## src/rtl/wis_pkg.sv

```systemverilog
package wis_pkg;
   typedef enum logic [1:0] {
      OPC_ALU  = 2'd0,
      OPC_SFU  = 2'd1,
      OPC_DUAL = 2'd2,
      OPC_MEM  = 2'd3
   } opc_e;

   localparam int PIPE_SP  = 0;
   localparam int PIPE_SFU = 1;
   localparam int PIPE_MEM = 2;
   localparam int NPIPE    = 3;
endpackage

```

## src/rtl/wis_slot_eval.sv

```systemverilog
module wis_slot_eval
   import wis_pkg::*;
#(
   parameter int PC_W   = 32,
   parameter int EXAM_N = 2,
   localparam int SW    = $clog2(EXAM_N + 1)
) (
   input  logic                           clk,
   input  logic                           rst_n,
   input  logic                           wait_i,
   input  logic [EXAM_N-1:0]              have_i,
   input  logic [EXAM_N-1:0]              inst_i,
   input  logic [EXAM_N-1:0]              vld_i,
   input  logic [EXAM_N-1:0][1:0]         cls_i,
   input  logic [EXAM_N-1:0][PC_W-1:0]    pc_i,
   input  logic [EXAM_N-1:0]              hz_i,
   input  logic [PC_W-1:0]                stk_pc_i,
   input  logic [NPIPE-1:0]               free_i,
   output logic [NPIPE-1:0]               iss_o,
   output logic [SW-1:0]                  step_o,
   output logic                           flush_o
);

   logic             live_c;
   logic [NPIPE-1:0] free_c;
   opc_e             cls_c;
   logic             any_mem_c;

   always_comb begin
      iss_o   = '0;
      step_o  = '0;
      flush_o = 1'b0;
      live_c  = !wait_i;
      free_c  = free_i;
      cls_c   = OPC_ALU;
      for (int k = 0; k < EXAM_N; k++) begin
         if (live_c && have_i[k]) begin
            step_o = step_o + SW'(1);
            if (inst_i[k]) begin
               if (pc_i[k] != stk_pc_i) begin
                  flush_o = 1'b1;
                  live_c  = 1'b0;
               end else if (!hz_i[k]) begin
                  cls_c = opc_e'(cls_i[k]);
                  if (cls_c == OPC_MEM) begin
                     if (free_c[PIPE_MEM]) begin
                        iss_o[PIPE_MEM]  = 1'b1;
                        free_c[PIPE_MEM] = 1'b0;
                     end
                  end else if (free_c[PIPE_SP] && cls_c != OPC_SFU) begin
                     iss_o[PIPE_SP]  = 1'b1;
                     free_c[PIPE_SP] = 1'b0;
                  end else if (cls_c != OPC_ALU && free_c[PIPE_SFU]) begin
                     iss_o[PIPE_SFU]  = 1'b1;
                     free_c[PIPE_SFU] = 1'b0;
                  end
               end
            end else if (vld_i[k]) begin
               flush_o = 1'b1;
               live_c  = 1'b0;
            end
         end else begin
            live_c = 1'b0;
         end
      end
   end

   always_comb begin
      any_mem_c = 1'b0;
      for (int k = 0; k < EXAM_N; k++)
         if (cls_i[k] == OPC_MEM) any_mem_c = 1'b1;
   end

   p_wait_quiet_r4: assert property (@(posedge clk) disable iff (!rst_n)
      wait_i |-> (step_o == '0 && iss_o == '0 && !flush_o));

   p_flush_stepped_r5: assert property (@(posedge clk) disable iff (!rst_n)
      flush_o |-> (step_o != '0));

   p_mem_class_r8: assert property (@(posedge clk) disable iff (!rst_n)
      iss_o[PIPE_MEM] |-> (any_mem_c && free_i[PIPE_MEM]));

   p_issue_bound_r3: assert property (@(posedge clk) disable iff (!rst_n)
      ($countones(iss_o) <= int'(step_o)));

endmodule

```

## src/rtl/wis_rr_pick.sv

```systemverilog
module wis_rr_pick #(
   parameter int N  = 8,
   localparam int PW = (N > 1) ? $clog2(N) : 1
) (
   input  logic          clk,
   input  logic          rst_n,
   input  logic [N-1:0]  req_i,
   output logic [PW-1:0] sel_o,
   output logic          any_o,
   output logic [N-1:0]  reach_o
);

   logic [PW-1:0] last_q;
   int            idx_c;

   always_comb begin
      any_o   = 1'b0;
      sel_o   = '0;
      reach_o = '0;
      idx_c   = 0;
      for (int i = 1; i <= N; i++) begin
         idx_c = int'(last_q) + i;
         if (idx_c >= N) idx_c = idx_c - N;
         if (!any_o) begin
            reach_o[idx_c] = 1'b1;
            if (req_i[idx_c]) begin
               any_o = 1'b1;
               sel_o = PW'(idx_c);
            end
         end
      end
   end

   always_ff @(posedge clk) begin
      if (!rst_n)      last_q <= '0;
      else if (any_o)  last_q <= sel_o;
   end

   p_ptr_follow_r2: assert property (@(posedge clk) disable iff (!rst_n)
      any_o |=> (last_q == $past(sel_o)));

   p_ptr_hold_r2: assert property (@(posedge clk) disable iff (!rst_n)
      !any_o |=> $stable(last_q));

   p_winner_reached_r11: assert property (@(posedge clk) disable iff (!rst_n)
      any_o |-> (reach_o[sel_o] && req_i[sel_o]));

endmodule

```

## src/rtl/warp_issue_sched.sv

```systemverilog
module warp_issue_sched
   import wis_pkg::*;
#(
   parameter int NUM_WARPS = 8,
   parameter int NUM_SCHED = 1,
   parameter int SCHED_IDX = 0,
   parameter int PC_W      = 32,
   parameter int EXAM_N    = 2,
   localparam int SUP      = (NUM_WARPS - SCHED_IDX + NUM_SCHED - 1) / NUM_SCHED,
   localparam int WID_W    = (NUM_WARPS > 1) ? $clog2(NUM_WARPS) : 1,
   localparam int SW       = $clog2(EXAM_N + 1)
) (
   input  logic                                clk,
   input  logic                                rst_n,
   input  logic [SUP-1:0]                      wt_wait,
   input  logic [SUP-1:0][EXAM_N-1:0]          ib_have,
   input  logic [SUP-1:0][EXAM_N-1:0]          ib_inst,
   input  logic [SUP-1:0][EXAM_N-1:0]          ib_vld,
   input  logic [SUP-1:0][EXAM_N-1:0][1:0]     ib_cls,
   input  logic [SUP-1:0][EXAM_N-1:0][PC_W-1:0] ib_pc,
   input  logic [SUP-1:0][EXAM_N-1:0]          sb_hz,
   input  logic [SUP-1:0][PC_W-1:0]            rs_pc,
   input  logic                                sp_empty,
   input  logic                                sfu_empty,
   input  logic                                mem_empty,
   output logic                                iss_sp,
   output logic                                iss_sfu,
   output logic                                iss_mem,
   output logic [WID_W-1:0]                    iss_wid,
   output logic [SUP-1:0]                      fl_req,
   output logic [SUP-1:0][PC_W-1:0]            fl_pc,
   output logic [SUP-1:0][SW-1:0]              ib_step
);

   localparam int PW = (SUP > 1) ? $clog2(SUP) : 1;

   if (NUM_SCHED < 1) begin : g_chk_sched
      $error("warp_issue_sched: NUM_SCHED must be at least 1");
   end
   if (SCHED_IDX < 0 || SCHED_IDX >= NUM_SCHED || SCHED_IDX >= NUM_WARPS) begin : g_chk_idx
      $error("warp_issue_sched: SCHED_IDX out of range");
   end
   if (EXAM_N < 1) begin : g_chk_exam
      $error("warp_issue_sched: EXAM_N must be at least 1");
   end

   logic [NPIPE-1:0]          free_c;
   logic [SUP-1:0][NPIPE-1:0] slot_iss;
   logic [SUP-1:0][SW-1:0]    slot_step;
   logic [SUP-1:0]            slot_fl;
   logic [SUP-1:0]            slot_req;
   logic [SUP-1:0]            reach;
   logic [PW-1:0]             win;
   logic                      win_any;
   logic [NPIPE-1:0]          pick_iss;

   assign free_c = {mem_empty, sfu_empty, sp_empty};

   for (genvar s = 0; s < SUP; s++) begin : g_slot
      wis_slot_eval #(.PC_W(PC_W), .EXAM_N(EXAM_N)) u_eval (
         .clk      (clk),
         .rst_n    (rst_n),
         .wait_i   (wt_wait[s]),
         .have_i   (ib_have[s]),
         .inst_i   (ib_inst[s]),
         .vld_i    (ib_vld[s]),
         .cls_i    (ib_cls[s]),
         .pc_i     (ib_pc[s]),
         .hz_i     (sb_hz[s]),
         .stk_pc_i (rs_pc[s]),
         .free_i   (free_c),
         .iss_o    (slot_iss[s]),
         .step_o   (slot_step[s]),
         .flush_o  (slot_fl[s])
      );
      assign slot_req[s] = |slot_iss[s];
      assign fl_req[s]   = reach[s] & slot_fl[s];
      assign fl_pc[s]    = fl_req[s] ? rs_pc[s] : '0;
      assign ib_step[s]  = reach[s] ? slot_step[s] : '0;
   end

   wis_rr_pick #(.N(SUP)) u_pick (
      .clk     (clk),
      .rst_n   (rst_n),
      .req_i   (slot_req),
      .sel_o   (win),
      .any_o   (win_any),
      .reach_o (reach)
   );

   assign pick_iss = win_any ? slot_iss[win] : '0;
   assign iss_sp   = pick_iss[PIPE_SP];
   assign iss_sfu  = pick_iss[PIPE_SFU];
   assign iss_mem  = pick_iss[PIPE_MEM];
   assign iss_wid  = win_any ? WID_W'(SCHED_IDX + int'(win) * NUM_SCHED) : '0;

   p_owner_r1: assert property (@(posedge clk) disable iff (!rst_n)
      (iss_sp || iss_sfu || iss_mem) |-> ((int'(iss_wid) % NUM_SCHED) == SCHED_IDX));

   p_pipe_free_r12: assert property (@(posedge clk) disable iff (!rst_n)
      (!iss_sp || sp_empty) && (!iss_sfu || sfu_empty) && (!iss_mem || mem_empty));

   p_wait_no_step_r4: assert property (@(posedge clk) disable iff (!rst_n)
      $countones(wt_wait) == SUP |-> (fl_req == '0 && ib_step == '0 && !iss_sp && !iss_sfu && !iss_mem));

endmodule

```

## config.mk

```make
export PLATFORM = sky130hd
export DESIGN_NAME = warp_issue_sched
export DESIGN_NICKNAME = d
export VERILOG_FILES = /design/src/rtl/wis_pkg.sv /design/src/rtl/wis_slot_eval.sv /design/src/rtl/wis_rr_pick.sv /design/src/rtl/warp_issue_sched.sv
export SDC_FILE = /design/constraint.sdc
export NUM_CORES = 1
export LEC_CHECK = 0
export ABC_AREA = 1
export BUFFER_PORTS_ARGS = -buffer_cell sky130_fd_sc_hd__buf_2
export CAP_MARGIN = 10
export CORE_AREA = 3 3 449 451
export DETAILED_ROUTE_END_ITERATION = 10
export DIE_AREA = 0 0 452 454
export GPL_TIMING_DRIVEN = 0
export SETUP_SLACK_MARGIN = 0.3
export SLEW_MARGIN = 15
export SYNTH_ARGS = -nofsm -noshare
export SYNTH_HDL_FRONTEND = slang
export SYNTH_SLANG_ARGS = --single-unit
```

## constraint.sdc

```tcl
create_clock -name clk -period 8.45 [get_ports clk]
set_clock_uncertainty 0.1 [all_clocks]
set_input_delay 1.69 -clock clk [delete_from_list [all_inputs] [get_ports clk]]
set_output_delay 1.69 -clock clk [all_outputs]
set_load 0.01 [all_outputs]
```

; Word-level counts from Yosys, hierarchy flattened
; Index checks and enable logic that the tools add are counted.
[totals]
register_bits = 3
latch_bits = 0
mem_bits_rw = 0
mem_bits_ro = 0
inputBits = 877
out_inout_bits = 286
word_cells = 643
n_memories = 0
[classes]
add_sub_neg = 24
multipliers = 0
div_mod_pow = 0
n_lt_le_gt_ge = 25
eq_ne = 48
shift = 0
n_mux = 442
n_bitwise = 15
reduce_logical = 88
[ops]
columns = op, n
row1 = $mux W32, 16
row2 = $ne A32 B32 Y1, 16
row3 = $mux W3, 114
row4 = $ge A32 B1 Y1 const B, 8
row5 = $ge A32 B5 Y1 const B, 8
row6 = $lt A32 B5 Y1 const B, 8
row7 = $sub A32 B5 Y32 const B, 8
row8 = $mux W1, 248
row9 = $mux W2, 40
row10 = $logic_and A1 B1 Y1, 56
row11 = $mux W8, 7
row12 = $or A8 B8 Y8, 7
row13 = $eq A2 B2 Y1 const B, 16
row14 = $ne A2 B1 Y1 const B, 16
row15 = $reduce_bool A2 Y1, 16
row16 = $bmux W1 S3, 8
row17 = $demux W1 S3, 8
row18 = $reduce_or A3 Y1, 8
row19 = $add A1 B1 Y2 const B, 8
row20 = $add A3 B3 Y4 const B, 4
row21 = $bmux W3 S3, 1
row22 = $add A3 B2 Y4 const B, 2
row23 = $and A1 B1 Y1, 8
row24 = $logic_not A1 Y1, 8
row25 = 3 further kinds, 3

; Logic depth before layout (Yosys ltp)
[logic_depth]
ltp_word = 39
mapped_depth = 37
mapped_depth_nobuf = 37

; Cells and area by module
; A second synthesis with hierarchy kept.
[hier_totals]
cells_unflattened = 2898
area_unflattened_um2 = 13863.3
[by_module_without_submodules]
columns = mod, n_inst, cells_each, area_per_inst_um2, seq_area_each_um2
row1 = wis_slot_eval, 8, 246, 1229.9, 0.0
row2 = warp_issue_sched, 1, 680, 2620.0, 0.0
row3 = wis_rr_pick, 1, 250, 1403.8, 60.1

; Least setup slack after synthesis
; Ideal clock, no wire load.
[synth_path]
path_type = input-to-output
startpoint = input port ib_pc[454] in the netlist's numbering
endpoint = output port iss_mem
t_arrival_ps = 4345
required_ps = 6660
slack_ps = 2315
stages = 29
n_path_buf = 0
cell_sequence = xnor2_1 > nand2_1 > nor2_1 > nand2_1 > nor2_2 > nand3_2 > nor2_2 > nor2_1 > nand2_1 > nand2_2 > nor2_2 > nand2_1 > nand2_1 > nand2_1 > nand2_1 > nand2_2 > nand2_4 > nand2_4 > nor2_8 > nand4_4 > nor2_8 > nand3_1 > nand2_1 > inv_1 > a21oi_4 > nand3_1 > nand3_1 > nand2_1 > nor2_1
[synth_via]
elab_chain_len = 34
elab_cells_between_ends = 81
[synth_lines]
columns = element, line
row1 = from (decl), warp_issue_sched.sv:20  ; input logic [SUP-1:0][EXAM_N-1:0][PC_W-1:0] ib_pc,
row2 = $ne A32 B32 Y1 *, wis_slot_eval.sv:40  ; if (pc_i[k] != stk_pc_i) begin
row3 = $mux W3, wis_slot_eval.sv:40
row4 = $mux W3, wis_slot_eval.sv:39  ; if (inst_i[k]) begin
row5 = $mux W3, wis_slot_eval.sv:37  ; if (live_c && have_i[k]) begin
row6 = $logic_and A1 B1 Y1, wis_slot_eval.sv:53  ; end else if (cls_c != OPC_ALU && free_c[PIPE_SFU]) begin
row7 = $mux W1, wis_slot_eval.sv:53
row8 = $mux W1, wis_slot_eval.sv:50  ; end else if (free_c[PIPE_SP] && cls_c != OPC_SFU) begin
row9 = $mux W2, wis_slot_eval.sv:45  ; if (cls_c == OPC_MEM) begin
row10 = (+18 left out), --
row11 = $mux W3, wis_rr_pick.sv:24  ; if (!any_o) begin
row12 = $mux W3, wis_rr_pick.sv:26  ; if (req_i[idx_c]) begin
row13 = $mux W3, wis_rr_pick.sv:24
row14 = $mux W3, wis_rr_pick.sv:26
row15 = $mux W3, wis_rr_pick.sv:24
row16 = $bmux W3 S3, warp_issue_sched.sv:91  ; assign pick_iss = win_any ? slot_iss[win] : '0;
row17 = $mux W3 (implied by the code), warp_issue_sched.sv:91
row18 = $mux W3 *, warp_issue_sched.sv:91
row19 = to (decl), warp_issue_sched.sv:28  ; output logic iss_mem,
; Mark *: on every way between the ends. The rest lies on a longest branch, timed or not. The select of a mux whose other input is x is not followed.

==> results_dict.tcl <==
set metrics [dict create \
    clkTransAtPathRegs_ps 30 \
    synth_seq_area_share 0.00389 \
    nNetsFinal 5302 \
    fin_crit_ps 7900 \
    yosysWarnings 0 \
    postSynth.asyncResetShare 0 \
    hold_ws_ps 622 \
    hold_violations 0 \
    cts_made_buffers 3 \
    drt_iter0_markers 2617 \
    rows 163 \
    worstSetupStartpoint "rs_pc[240]" \
    slew_headroom 0.344 \
    synth-main-ff-cell "dfxtp_1" \
    numPortBuffers 1161 \
    rsz0062_at_grt "yes" \
    final.fill_count 23800 \
    vias_per_cell 3.59 \
    synth_seq_cells 3 \
    maxSlewViolCount 0 \
    antenna_found_initial 250 \
    cts_tree "done" \
    htree_levels 1 \
    coreArea_um2 198000 \
    dieArea_um2 205000 \
    cp.required_ps 6660 \
    outcome "finished clean" \
    largest_reg_flops 3 \
    cts-root-buf "clkbuf_16" \
    maxCapViolations 0 \
    postSynthAreaPerCell_um2 4.79 \
    r2r_cells 17 \
    grt-ovfl-total 0 \
    cts_sinks 3 \
    crit_path_end "fl_pc[118]" \
    top_register "u_pick.last_q" \
    fmax_mhz 127 \
    ios 1163 \
    gp_congestion 1.04 \
    drive_above_1_share 0.317 \
    drt.antenna.violating_nets 0 \
    power_uw 3730 \
    crit_path_end_kind "output pin" \
    die_y_um 454 \
    netlist_instances 3224 \
    finalSetupViolCount 0 \
    p_leak_uw 0.0141 \
    synth_nets 4118 \
    grt_usage 0.169 \
    start_kind "input port" \
    hpwlAfterDp_um 173000 \
    wirelength_um 185000 \
    tightest_slew_ps 984 \
    rr_endpoint "u_pick.last_q[2]" \
    ir_drop_mv 0.179 \
    route.vias.total 25900 \
    grt_max_degree 12 \
    drc 0 \
    p_per_area_nw_per_um2 145 \
    reg2reg_from "u_pick.last_q[0]" \
    start_util 0.0782 \
    clk_latency_ps 230 \
    synth_area_um2 15400 \
    hp-class "reg2reg" \
    largestRegisters "u_pick.last_q x3" \
    drt-pass1-iter-count 8 \
    crit_fanout 10 \
    fin_util 0.130 \
    clockBufferDepth 2 \
    grt_pass1_wl_um 227000 \
    area_growth_pct 66.5 \
    grt_pass1_vias 23100 \
    path_class "in2out" \
    critPathArrivalTime_ps 6110 \
    synth_edf_count 0 \
    die_w_um 452 \
    reg2reg_slack_ps 3880 \
    wire_per_inst_um 25.6 \
    fin_crit_sh 0.935 \
    synth_cell_type_count 54 \
]
cell families (layout without fill, tap and decap cells):
logic type / after synthesis / in the layout / share of synthesized area
and+or+nand+nor: 2089 / 2089 / 0.568
xor gates and xnor gates: 347 / 347 / 0.197
other: 0 / 177 / 0
DFF: 3 / 3 / 0.00389
adders and majority gates: 17 / 17 / 0.0138
buffers and inverters: 641 / 1824 / 0.165
AOI/OAI and AO/OA: 127 / 127 / 0.0523
synth_stat cells (17+ instances only):
cell type     n  area (µm²)
inv_2        41         154
nor2_1      644        2420
nand2_2      21         131
a21oi_1      32         160
xor2_1       36         315
nand4_1      94         588
ha_1         17         213
nor3_1       36         180
nand2_1    1034        3880
o21ai_0      46         230
nand3_1     151         756
xnor2_1     311        2720
inv_1       551        2070
or2_2        27         169
nor2_2       19         119
repair_timing:
action	in CTS	in global routing
pin swaps	10	15
endpoints found under the setup margin	286	198
hold buffers	0	0
resized for setup	53	41
hold endpoints to repair	0	0
setup buffers	9	9
metal layers:
layer / global-route usage / share of wire / up-vias
li1: - / - / 12200
met5: 0 / 0.0045 / -
met1: 0.188 / 0.36 / 11700
met3: 0.0698 / 0.12 / 422
met4: 0.0943 / 0.067 / 136
met2: 0.273 / 0.45 / 1460
power breakdown:
part	switching (µW)	total [µW]	internal, µW
logic	2370	3620	1250
clock network	13.7	76.0	62.3
registers	5.69	25.6	19.9
worst max-delay path: stages:
cell and delay [ps]:
buf_2 160, xnor2_4 250, nand2_1 110, nor2_2 270
nand2_1 140, nor2_4 230, nand3_2 140, nor2_2 120
nor2_1 50, nand2_1 70, nand2_2 160, nor2_4 290
nand2_1 130, nand2_1 80, nand2_1 70, nand2_1 80
nand2_2 60, nand2_2 90, nand2_4 110, inv_2 110
nand4_4 160, nor2_8 230, nand2_8 150, o211ai_4 330
nand2_2 170, buf_4 260, nor2_1 190, buf_2 170
stage by stage:
step | std cells | setup WS [ps] | cell area (µm²) | setup TNS (ps)
after floorplan | 3224 | 2310 | 15400 | 0
after global placement | 7025 | -1010 | 24600 | -109650
after global routing | 7173 | 292 | 25600 | 0
final | 7224 | 549 | 25700 | 0
after CTS | 7038 | 266 | 25000 | 0
after detailed placement | 7025 | -986 | 24600 | -102810
cells in the final DEF (no fill, tap or decap), types with 31 or more instances in the layout:
| cell | netlist | final |
|---|---|---|
| nor3_1 | 36 | 35 |
| xnor2_1 | 311 | 304 |
| inv_1 | 551 | 550 |
| xor2_1 | 36 | 36 |
| nor2_1 | 644 | 628 |
| nand3_1 | 151 | 147 |
| o21ai_0 | 46 | 46 |
| buf_2 | 16 | 1162 |
| a21oi_1 | 32 | 31 |
| inv_2 | 41 | 41 |
| diode_2 | 0 | 177 |
| nand4_1 | 94 | 94 |
| nand2_1 | 1034 | 1030 |
area by class of cell:
type                            instances  area, µm²  area share
Buffer                                 44        363      0.0141
Clock buffer                            4       78.8     0.00307
Antenna cell                          177        443      0.0172
Sequential cell                         3       60.1     0.00234
Tap cell                             2640       3300       0.128
Inverter                              597       2250      0.0873
Multi-Input combinational cell       2580      13200       0.512
Timing Repair Buffer                 1179       6050       0.235
worst min-delay path by stage:
stage | start | to | slack (ps) | depth (start not counted)
final | u_pick.last_q[1] | u_pick.last_q[1] | 620 | 3
after global routing | u_pick.last_q[1] | u_pick.last_q[1] | 670 | 3
after CTS | u_pick.last_q[1] | u_pick.last_q[1] | 630 | 3
after detailed placement | u_pick.last_q[1] | u_pick.last_q[1] | 620 | 3
after global placement | u_pick.last_q[1] | u_pick.last_q[1] | 620 | 3
after floorplan | u_pick.last_q[1] | u_pick.last_q[1] | 540 | 3
No activity file was read; power rests on OpenSTA's default activity.
